`src/rtl/seg_pkg.sv`:
```
package seg_pkg;
    typedef enum logic [2:0] {
        ST_IDLE,
        ST_CHECK,
        ST_RD_LO,
        ST_RD_HI,
        ST_COMMIT,
        ST_FAULT
    } fetch_st_t;

    typedef struct packed {
        logic [31:0] base;
        logic [31:0] elim;
        logic        valid;
    } seg_cache_t;
endpackage

```
`src/rtl/seg_desc_decode.sv`:
```
module seg_desc_decode #(
    parameter int AW  = 32,
    parameter int DLW = 20,
    parameter int GSH = 12
) (
    input  logic [AW-1:0] lo_word,
    input  logic [AW-1:0] hi_word,
    output logic [AW-1:0] base,
    output logic [AW-1:0] elim
);
    localparam int PAD = AW - DLW;

    logic [DLW-1:0] lim_raw;
    logic           gran;

    always_comb begin
        lim_raw = {hi_word[19:16], lo_word[15:0]};
        gran    = hi_word[23];
        base    = {hi_word[31:24], hi_word[7:0], lo_word[31:16]};
    end

    generate
        if (PAD == GSH) begin : g_full
            assign elim = gran ? {lim_raw, {GSH{1'b1}}} : {{PAD{1'b0}}, lim_raw};
        end else begin : g_clip
            assign elim = gran ? {AW{1'b1}} : {{PAD{1'b0}}, lim_raw};
        end
    endgenerate
endmodule

```
`src/rtl/seg_limit_check.sv`:
```
module seg_limit_check
    import seg_pkg::*;
#(
    parameter int AW = 32
) (
    input  seg_cache_t    cache,
    input  logic [AW-1:0] ea,
    output logic [AW-1:0] lin,
    output logic          fault
);
    always_comb begin
        lin   = cache.base + ea;
        fault = !cache.valid || (ea > cache.elim);
    end
endmodule

```
`src/rtl/seg_fetch_ctrl.sv`:
```
module seg_fetch_ctrl
    import seg_pkg::*;
#(
    parameter int AW  = 32,
    parameter int SW  = 16,
    parameter int GLW = 16
) (
    input  logic           clk,
    input  logic           rst_n,
    input  logic           start,
    input  logic           start_ldt,
    input  logic [SW-1:0]  sel_in,
    input  logic [AW-1:0]  gdt_base,
    input  logic [GLW-1:0] gdt_lim,
    input  logic [AW-1:0]  ldt_base,
    input  logic [AW-1:0]  ldt_elim,
    input  logic           ldt_valid,
    output logic           rd_valid,
    output logic [AW-1:0]  rd_addr,
    input  logic           rd_ready,
    input  logic [AW-1:0]  rd_data,
    output logic           busy,
    output logic           done,
    output logic           fault,
    output logic           op_ldt,
    output logic           op_null,
    output logic [AW-1:0]  lo_word,
    output logic [AW-1:0]  hi_word
);
    localparam int IW    = SW - 3;
    localparam int EXT   = AW - SW;
    localparam int GEXT  = AW - GLW;
    localparam int DBYTE = 8;

    fetch_st_t      st, st_nx;
    logic [SW-1:2]  sel_q;
    logic [AW-1:0]  desc_addr;
    logic [IW-1:0]  idx;
    logic           ti;
    logic [AW-1:0]  span, offs, tbl_base, tbl_lim;
    logic           is_null, bad;

    always_comb begin
        idx      = sel_q[SW-1:3];
        ti       = sel_q[2];
        span     = {{EXT{1'b0}}, idx, 3'b111};
        offs     = {{EXT{1'b0}}, idx, 3'b000};
        tbl_base = ti ? ldt_base : gdt_base;
        tbl_lim  = ti ? ldt_elim : {{GEXT{1'b0}}, gdt_lim};
        is_null  = !ti && (idx == '0);
        bad      = (op_ldt && ti) || (ti && !ldt_valid) || (span > tbl_lim);
    end

    always_ff @(posedge clk) begin
        if (!rst_n) st <= ST_IDLE;
        else        st <= st_nx;
    end

    always_comb begin
        st_nx = st;
        unique case (st)
            ST_IDLE:   if (start) st_nx = ST_CHECK;
            ST_CHECK:  st_nx = is_null ? ST_COMMIT : (bad ? ST_FAULT : ST_RD_LO);
            ST_RD_LO:  if (rd_ready) st_nx = ST_RD_HI;
            ST_RD_HI:  if (rd_ready) st_nx = ST_COMMIT;
            ST_COMMIT: st_nx = ST_IDLE;
            ST_FAULT:  st_nx = ST_IDLE;
            default:   st_nx = ST_IDLE;
        endcase
    end

    always_comb begin
        rd_valid = 1'b0;
        rd_addr  = desc_addr;
        busy     = 1'b1;
        done     = 1'b0;
        fault    = 1'b0;
        unique case (st)
            ST_IDLE:   busy = 1'b0;
            ST_CHECK:  ;
            ST_RD_LO:  rd_valid = 1'b1;
            ST_RD_HI: begin
                rd_valid = 1'b1;
                rd_addr  = desc_addr + AW'(DBYTE / 2);
            end
            ST_COMMIT: done  = 1'b1;
            ST_FAULT:  fault = 1'b1;
            default:   busy  = 1'b0;
        endcase
    end

    always_ff @(posedge clk) begin
        if (!rst_n) begin
            sel_q     <= '0;
            op_ldt    <= 1'b0;
            op_null   <= 1'b0;
            desc_addr <= '0;
            lo_word   <= '0;
            hi_word   <= '0;
        end else begin
            if (st == ST_IDLE && start) begin
                sel_q  <= sel_in[SW-1:2];
                op_ldt <= start_ldt;
            end
            if (st == ST_CHECK) begin
                op_null   <= is_null;
                desc_addr <= tbl_base + offs;
            end
            if (st == ST_RD_LO && rd_ready) lo_word <= rd_data;
            if (st == ST_RD_HI && rd_ready) hi_word <= rd_data;
        end
    end

    AST_REQ_HOLD: assert property (@(posedge clk) disable iff (!rst_n)
        rd_valid && !rd_ready |=> rd_valid && $stable(rd_addr));
    AST_HI_ADDR: assert property (@(posedge clk) disable iff (!rst_n)
        (st == ST_RD_LO && rd_ready) |=> rd_valid && (rd_addr == $past(rd_addr) + AW'(4)));
    AST_BUSY_ON_START: assert property (@(posedge clk) disable iff (!rst_n)
        (start && !busy) |=> busy);
endmodule

```
`src/rtl/seg_xlate.sv`:
```
module seg_xlate
    import seg_pkg::*;
#(
    parameter int AW  = 32,
    parameter int SW  = 16,
    parameter int GLW = 16
) (
    input  logic                clk,
    input  logic                rst_n,
    input  logic                gtr_wr,
    input  logic [AW+GLW-1:0]   gtr_data,
    input  logic                ldt_wr,
    input  logic [SW-1:0]       ldt_sel,
    input  logic                seg_wr,
    input  logic [SW-1:0]       seg_sel,
    output logic                busy,
    output logic                ld_done,
    output logic                ld_fault,
    output logic                rd_valid,
    output logic [AW-1:0]       rd_addr,
    input  logic                rd_ready,
    input  logic [AW-1:0]       rd_data,
    input  logic [AW-1:0]       eff_addr,
    output logic [AW-1:0]       lin_addr,
    output logic                lim_fault
);
    localparam int GTR_W = AW + GLW;

    logic [AW-1:0]  gdt_base;
    logic [GLW-1:0] gdt_lim;
    seg_cache_t     ldt_q, seg_q, new_ent;
    logic           start, op_ldt, op_null;
    logic [SW-1:0]  sel_in;
    logic [AW-1:0]  lo_word, hi_word, d_base, d_elim;

    always_comb begin
        start  = (ldt_wr || seg_wr) && !busy;
        sel_in = ldt_wr ? ldt_sel : seg_sel;
    end

    always_ff @(posedge clk) begin
        if (!rst_n) begin
            gdt_base <= '0;
            gdt_lim  <= '0;
        end else if (gtr_wr && !busy) begin
            gdt_base <= gtr_data[GTR_W-1:GLW];
            gdt_lim  <= gtr_data[GLW-1:0];
        end
    end

    seg_fetch_ctrl #(.AW(AW), .SW(SW), .GLW(GLW)) u_fetch (
        .clk(clk), .rst_n(rst_n),
        .start(start), .start_ldt(ldt_wr), .sel_in(sel_in),
        .gdt_base(gdt_base), .gdt_lim(gdt_lim),
        .ldt_base(ldt_q.base), .ldt_elim(ldt_q.elim), .ldt_valid(ldt_q.valid),
        .rd_valid(rd_valid), .rd_addr(rd_addr), .rd_ready(rd_ready), .rd_data(rd_data),
        .busy(busy), .done(ld_done), .fault(ld_fault),
        .op_ldt(op_ldt), .op_null(op_null),
        .lo_word(lo_word), .hi_word(hi_word)
    );

    seg_desc_decode #(.AW(AW)) u_dec (
        .lo_word(lo_word), .hi_word(hi_word),
        .base(d_base), .elim(d_elim)
    );

    always_comb begin
        new_ent.base  = op_null ? '0 : d_base;
        new_ent.elim  = op_null ? '0 : d_elim;
        new_ent.valid = !op_null;
    end

    always_ff @(posedge clk) begin
        if (!rst_n) begin
            ldt_q <= '0;
            seg_q <= '0;
        end else if (ld_done) begin
            if (op_ldt) ldt_q <= new_ent;
            else        seg_q <= new_ent;
        end
    end

    seg_limit_check #(.AW(AW)) u_chk (
        .cache(seg_q), .ea(eff_addr),
        .lin(lin_addr), .fault(lim_fault)
    );

    AST_FAULT_KEEPS_CACHE: assert property (@(posedge clk) disable iff (!rst_n)
        ld_fault |=> $stable(seg_q) && $stable(ldt_q));
    AST_DONE_THEN_IDLE: assert property (@(posedge clk) disable iff (!rst_n)
        ld_done |=> !busy);
endmodule

```
`config.mk`:
```
export PLATFORM = sky130hd
export DESIGN_NAME = seg_xlate
export DESIGN_NICKNAME = d
export VERILOG_FILES = /design/src/rtl/seg_pkg.sv /design/src/rtl/seg_desc_decode.sv /design/src/rtl/seg_limit_check.sv /design/src/rtl/seg_fetch_ctrl.sv /design/src/rtl/seg_xlate.sv
export SDC_FILE = /design/constraint.sdc
export NUM_CORES = 1
export LEC_CHECK = 0
export BUFFER_PORTS_ARGS = -buffer_cell sky130_fd_sc_hd__clkbuf_2
export CORE_UTILIZATION = 45
export DETAILED_ROUTE_END_ITERATION = 8
export GPL_TIMING_DRIVEN = 0
export PLACE_DENSITY_LB_ADDON = 0.25
export SETUP_SLACK_MARGIN = 0.4
export SYNTH_ARGS = -nofsm -noshare
export SYNTH_HDL_FRONTEND = slang
export SYNTH_SLANG_ARGS = --single-unit
```
`constraint.sdc`:
```
create_clock -name clk -period 5.1 [get_ports clk]
set_input_delay 0.255 -clock clk [delete_from_list [all_inputs] [get_ports clk]]
set_output_delay 0.255 -clock clk [all_outputs]
set_load 0.01 [all_outputs]
```
## After elaboration in Yosys (flattened, before gate mapping)

Cells that the tools add are included.

- Register bits after elaboration: 293
- Input port bits: 150
- Output and inout port bits: 69
- Logic and storage cells: 70

- $add $sub $neg: 3
- Magnitude comparators: 2
- Eq/ne operators: 8
- Multiplexer cells: 17
- Bitwise gates (word level): 1
- Reduce and logical (&&, ||, !) cells: 24

Operators by type and width:

| operator | number |
|---|---|
| two-way mux 32 bit | 6 |
| adder 32 x 16 -> 32 bit | 1 |
| adder 32 x 3 -> 32 bit, second input constant | 1 |
| adder 32 bit | 1 |
| greater-than comparator 16 x 32 -> 1 bit | 1 |
| greater-than comparator 32 bit | 1 |
| two-way mux 16 bit | 1 |
| two-way mux 3 bit | 5 |
| zero test 13 bit | 1 |
| case mux 3 bit (4 select lines) | 1 |
| logical AND 1 bit | 8 |
| equality test 3 x 2 -> 1 bit, second input constant | 2 |
| equality test 3 bit, second input constant | 2 |
| zero test 1 bit | 5 |
| OR reduction 5 bit | 1 |
| logical OR 1 bit | 4 |
| two-way mux 1 bit | 4 |
| != test 2 bit, second input constant | 2 |
| AND reduction 2 bit | 2 |
| equality test 3 x 1 -> 1 bit, second input constant | 1 |
| zero test 3 bit | 1 |
| AND reduction 3 bit | 1 |
| != test 2 x 1 -> 1 bit, second input constant | 1 |
| OR reduction 2 bit | 1 |
| NOT 1 bit | 1 |

## Depth between registers and ports, before layout

- Word-level depth: 7
- Gate-level depth with buffers: 17
- Depth with buffers taken out: 12

## By module

Synthesis repeated with hierarchy kept, for this count alone.

- Cell total of the unflattened synthesis: 2,127
- Area total of the unflattened synthesis: 17,086.4 µm²

Modules (own cells, without submodules):

| module | times used | cells each | area an instance (µm²) | sequential area each (µm²) |
|---|---|---|---|---|
| seg_xlate | 1 | 863 | 7,210.7 | 3,563.4 |
| seg_fetch_ctrl | 1 | 849 | 6,836.6 | 2,302.2 |
| seg_limit_check | 1 | 348 | 2,512.4 | 0.0 |
| seg_desc_decode | 1 | 67 | 526.8 | 0.0 |

## Worst setup path before layout

No wires, ideal clock.

- Kind: register to register
- Start: reg u_fetch.sel_q[2] in the netlist's numbering
- End: reg u_fetch.desc_addr[15]
- Library setup time: 0.115 ns
- Data arrival time: 3.392 ns
- Required time: 4.985 ns
- Setup slack: 1.593 ns
- Cell stages (with the launch flop): 18
- Buffers on the path: 5
- Period minus slack after synthesis: 3.507 ns
- Cells stage by stage: dfxtp_1 -> buf_2 -> buf_4 -> buf_2 -> buf_4 -> buf_2 -> mux2_2 -> ha_1 -> inv_1 -> fa_1 -> nand2b_1 -> a21oi_1 -> o21a_1 -> or3_1 -> a21oi_1 -> xor2_1 -> o21ai_1 -> and2_1

- Cells in the longest elaborated chain, start to end: 2

Ends and longest elaborated chain:

| what | RTL line | source |
|---|---|---|
| from (decl) | seg_fetch_ctrl.sv:36 | `logic [SW-1:2] sel_q;` |
| from (signal assigned) | seg_fetch_ctrl.sv:102 | `sel_q <= sel_in[SW-1:2];` |
| two-way mux 32 bit | seg_fetch_ctrl.sv:48 | `tbl_base = ti ? ldt_base : gdt_base;` |
| adder 32 x 16 -> 32 bit | seg_fetch_ctrl.sv:107 | `desc_addr <= tbl_base + offs;` |
| to (signal assigned) | seg_fetch_ctrl.sv:107 |  |
| to (decl) | seg_fetch_ctrl.sv:37 | `logic [AW-1:0] desc_addr;` |

No other way between the ends.
A chain may end at the register's enable or synchronous reset.

## Worst setup path after layout

Ends and elaborated chain as after synthesis.

==> results.py <==
metrics = {
    "run_status": {
        "status": "finished, final reports clean",
    },
    "synthesis": {
        "synth.most_common_cell": "nand2_1",
        "ys_warn_count": 0,
        "synth_commonest_cells": "534 x nand2_1, 282 x dfxtp_1, 166 x a21boi_0",
        "synthCells": 1990,
        "ys_seq_area_share_pct": 35.46,
        "synth_top_cell_by_area": "dfxtp_1",
        "synth_cell_types": 77,
        "synth.area.top_cells": "dfxtp_1 35%, nand2_1 13%, a21boi_0 7.8%",
        "async_flop_share_pct": 0,
        "synth-edff-count": 0,
        "synth-main-ff-cell": "dfxtp_1",
        "synth_top_cell_area_share_pct": 35.46,
        "ys_ff_latch": 282,
        "syn_nets": 2232,
        "syn-cell-area_sq_mm": 0.01592,
        "avgSynthCellArea_sq_um": 8.000,
    },
    "grt": {
        "grt_pass1_vias": 14140,
        "grt_pass1_wl_mm": 76.17,
        "antenna_found_initial": 1,
        "grt_max_degree": 15,
        "gr-total-overflow": 0,
        "grt_usage_pct": 27.29,
    },
    "worst_setup_path": {
        "arrival_ns": 4.87,
        "path_max_fanout": 10,
        "worstSetupStartpointType": "register",
        "endpoint_kind": "register",
        "cp_slowest_cell": "dfxtp_1",
        "path_class": "reg2reg",
        "slowest_delay_ns": 0.44,
        "critPathBufInv": 6,
        "crit_family": "buffers and inverters",
        "cp_cell_sequence": "buf_2 -> buf_4 -> buf_2 -> buf_4 -> clkbuf_4 -> mux2_2 -> ha_1 -> inv_1 -> fa_1 -> nand2b_1 -> a21oi_2 -> o21a_1 -> or3_1 -> a21oi_1 -> xor2_1 -> o21ai_1 -> and2_1",
        "required_ns": 5.55,
    },
    "finish": {
        "area_delta_synth_final_pct": 22.13,
        "fin_nets": 2555,
        "layout-drive-gt1-share_pct": 14.72,
        "fin_area_sq_mm": 0.01944,
        "final.fill_count": 3358,
    },
    "drt": {
        "drt_iter0_drc": 1127,
        "routedWlPerCell_um": 18.13,
        "ant_nets": 0,
        "via_per_inst": 5.376,
        "drt-total-wl_mm": 50.63,
        "vias": 15010,
        "drcViolationCount": 0,
        "firstDrtPassIters": 5,
    },
    "clock_tree": {
        "cts_root_buffer": "clkbuf_16",
        "post_cts_buffers": 0,
        "cts.sinks": 282,
        "cts_made_buffers": 30,
        "path_clk_slew_ns": 0.06,
        "clockBufferDepth": 3,
        "cts_max_level": 1,
        "tritoncts": "done",
        "worstSkewPairLatency_ns": 0.56,
    },
    "floorplanning": {
        "io_pins": 219,
        "dieWidth_um": 190.1,
        "die-area_sq_mm": 0.03613,
        "start_util_pct": 45.86,
        "die_h_um": 190.1,
        "row_count": 68,
        "core_sq_mm": 0.03471,
    },
    "hold_path": {
        "min_path_type": "in2reg",
    },
    "power": {
        "power_density_mw_per_mm2": 392.0,
        "internal-power_uw": 4881,
        "p_sw_uw": 2741,
        "ir_drop_mv": 0.2668,
        "p_comb_share_pct": 32.3,
        "totalPowerFinal_uw": 7621,
        "p_leak_uw": 0.007961,
        "swShare_pct": 35.96,
        "pwr-share-seq_pct": 36.5,
        "clkPwrFrac_pct": 31.1,
    },
    "placed_design": {
        "place_ws_ns": 0.5965,
        "postPlaceCellArea_sq_mm": 0.01755,
        "gp_congestion": 0.9571,
        "port_buffers": 212,
        "hpwlAfterDp_mm": 40.15,
    },
    "run": {
        "maxCapViolCount": 0,
    },
    "sta": {
        "setup_viol": 0,
        "skew_ns": 0.01446,
        "rsz0062_at_grt": "false",
        "fin_crit_sh_pct": 86.58,
        "tightestPinTransition_ns": 0.8555,
        "max_freq_ghz": 0.2265,
        "finalCriticalPeriod_ns": 4.416,
        "maxSlewViolCount": 0,
        "setup-tns-final_ns": 0,
        "setup_ws_ns": 0.6844,
        "relSlewSlack_pct": 42.84,
        "finalHoldViolations": 0,
    },
}
[flip-flops by register name, indices dropped and copies added (netlist names)]
| signal | flops |
|---|---|
| ldt_q | 65 |
| seg_q | 65 |
| gdt_base | 32 |
| u_fetch.desc_addr | 32 |
| u_fetch.lo_word | 32 |
| u_fetch.hi_word | 21 |
| gdt_lim | 16 |
| u_fetch.sel_q | 14 |
| u_fetch.st | 3 |
| u_fetch.op_ldt | 1 |
| u_fetch.op_null | 1 |
[per-stage QoR]
stage	cells	hold WS [ns]	util, %
after global routing	2792	0.04034	56.00
after CTS	2792	0.006392	55.97
after global placement	2657	0.4360	50.56
after detailed placement	2657	0.4447	50.56
final	2793	0.03589	56.01
after floorplan	1990	0.3898	-
[power groups by stage]
stage | Clock, uW | Sequential (uW) | Combinational, uW
final | 2370 | 2780 | 2460
after global routing | 2480 | 2810 | 2740
after CTS | 2390 | 2770 | 2440
after detailed placement | 0 | 2820 | 2380
after global placement | 0 | 2810 | 2350
after floorplan | 0 | 2680 | 1670
[path summary, 6_finish.rpt]
kind                                       from                            endpoint  slack, ns  depth (start not counted)
hold / removal                      rd_data[16]    u_fetch.lo_word[16]$_SDFFE_PN0P_       0.04                          3
setup reg to reg  u_fetch.sel_q[2]$_SDFFE_PN0P_  u_fetch.desc_addr[15]$_SDFFE_PN0P_       0.68                         17
setup / recovery  u_fetch.sel_q[2]$_SDFFE_PN0P_  u_fetch.desc_addr[15]$_SDFFE_PN0P_       0.68                         17
hold reg to reg           seg_q[6]$_SDFFE_PN0P_               seg_q[6]$_SDFFE_PN0P_       0.45                          2
[worst min-delay path, delay by kind of cell]
| kind | cells | cell delay [ns] |
|---|---|---|
| buf+inv | 1 | 0.15 |
| simple gates | 1 | 0.07 |
| compound gates | 1 | 0.07 |
[routing by layer]
metal | track usage, % | vias up | part of all wire [%]
met5 | 0 | - | 0
met4 | 7.754 | 0 | 2.7
met3 | 3.302 | 71 | 5.9
met2 | 44.29 | 438 | 45
met1 | 37.84 | 7082 | 46
li1 | - | 7423 | -
[cell families (layout without fill, tap and decap cells)]
| kind of cell | after synthesis | in the layout | share of synthesized area, % |
|---|---|---|---|
| and+or+nand+nor | 846 | 846 | 23.38 |
| AOI/OAI and AO/OA | 461 | 461 | 21.08 |
| DFF | 282 | 282 | 35.46 |
| buffers and inverters | 168 | 515 | 4.362 |
| adders and majority gates | 92 | 92 | 7.325 |
| xor gates and xnor gates | 76 | 76 | 4.181 |
| muxes | 65 | 65 | 4.205 |
| other | 0 | 1 | 0 |
[final cells by class]
cell class / instances / area (sq um) / share of cell area (%)
sequential: 282 / 5645 / 29.04
tap: 455 / 569.3 / 2.928
clock inverter: 12 / 195.2 / 1.004
clock buffer: 44 / 894.6 / 4.601
timing repair buffer: 291 / 1852 / 9.524
buffer: 119 / 513.0 / 2.639
multi-input combinational: 1540 / 9587 / 49.31
inverter: 49 / 183.9 / 0.9460
antenna: 1 / 2.502 / 0.01287
[placed cells by master, fill, tap and decap left out, types with 31 or more instances in the layout]
master,count
a21oi_1,48
a21boi_1,69
o21ai_0,48
nand3_1,67
clkbuf_2,212
ha_1,90
inv_1,49
nor2b_1,51
nand2_1,534
mux2i_1,50
dlygate4sd3_1,79
clkbuf_1,85
dfxtp_1,282
nor2_1,77
xnor2_1,49
a21boi_0,166
clkbuf_16,31
[timing repair]
item / CTS / global route
gates resized for setup: 0 / 3
hold buffers: 79 / 0
endpoints found under the hold margin: 88 / 0
endpoints found under the setup margin: 0 / 4
Power figures use the tool's default switching activity.
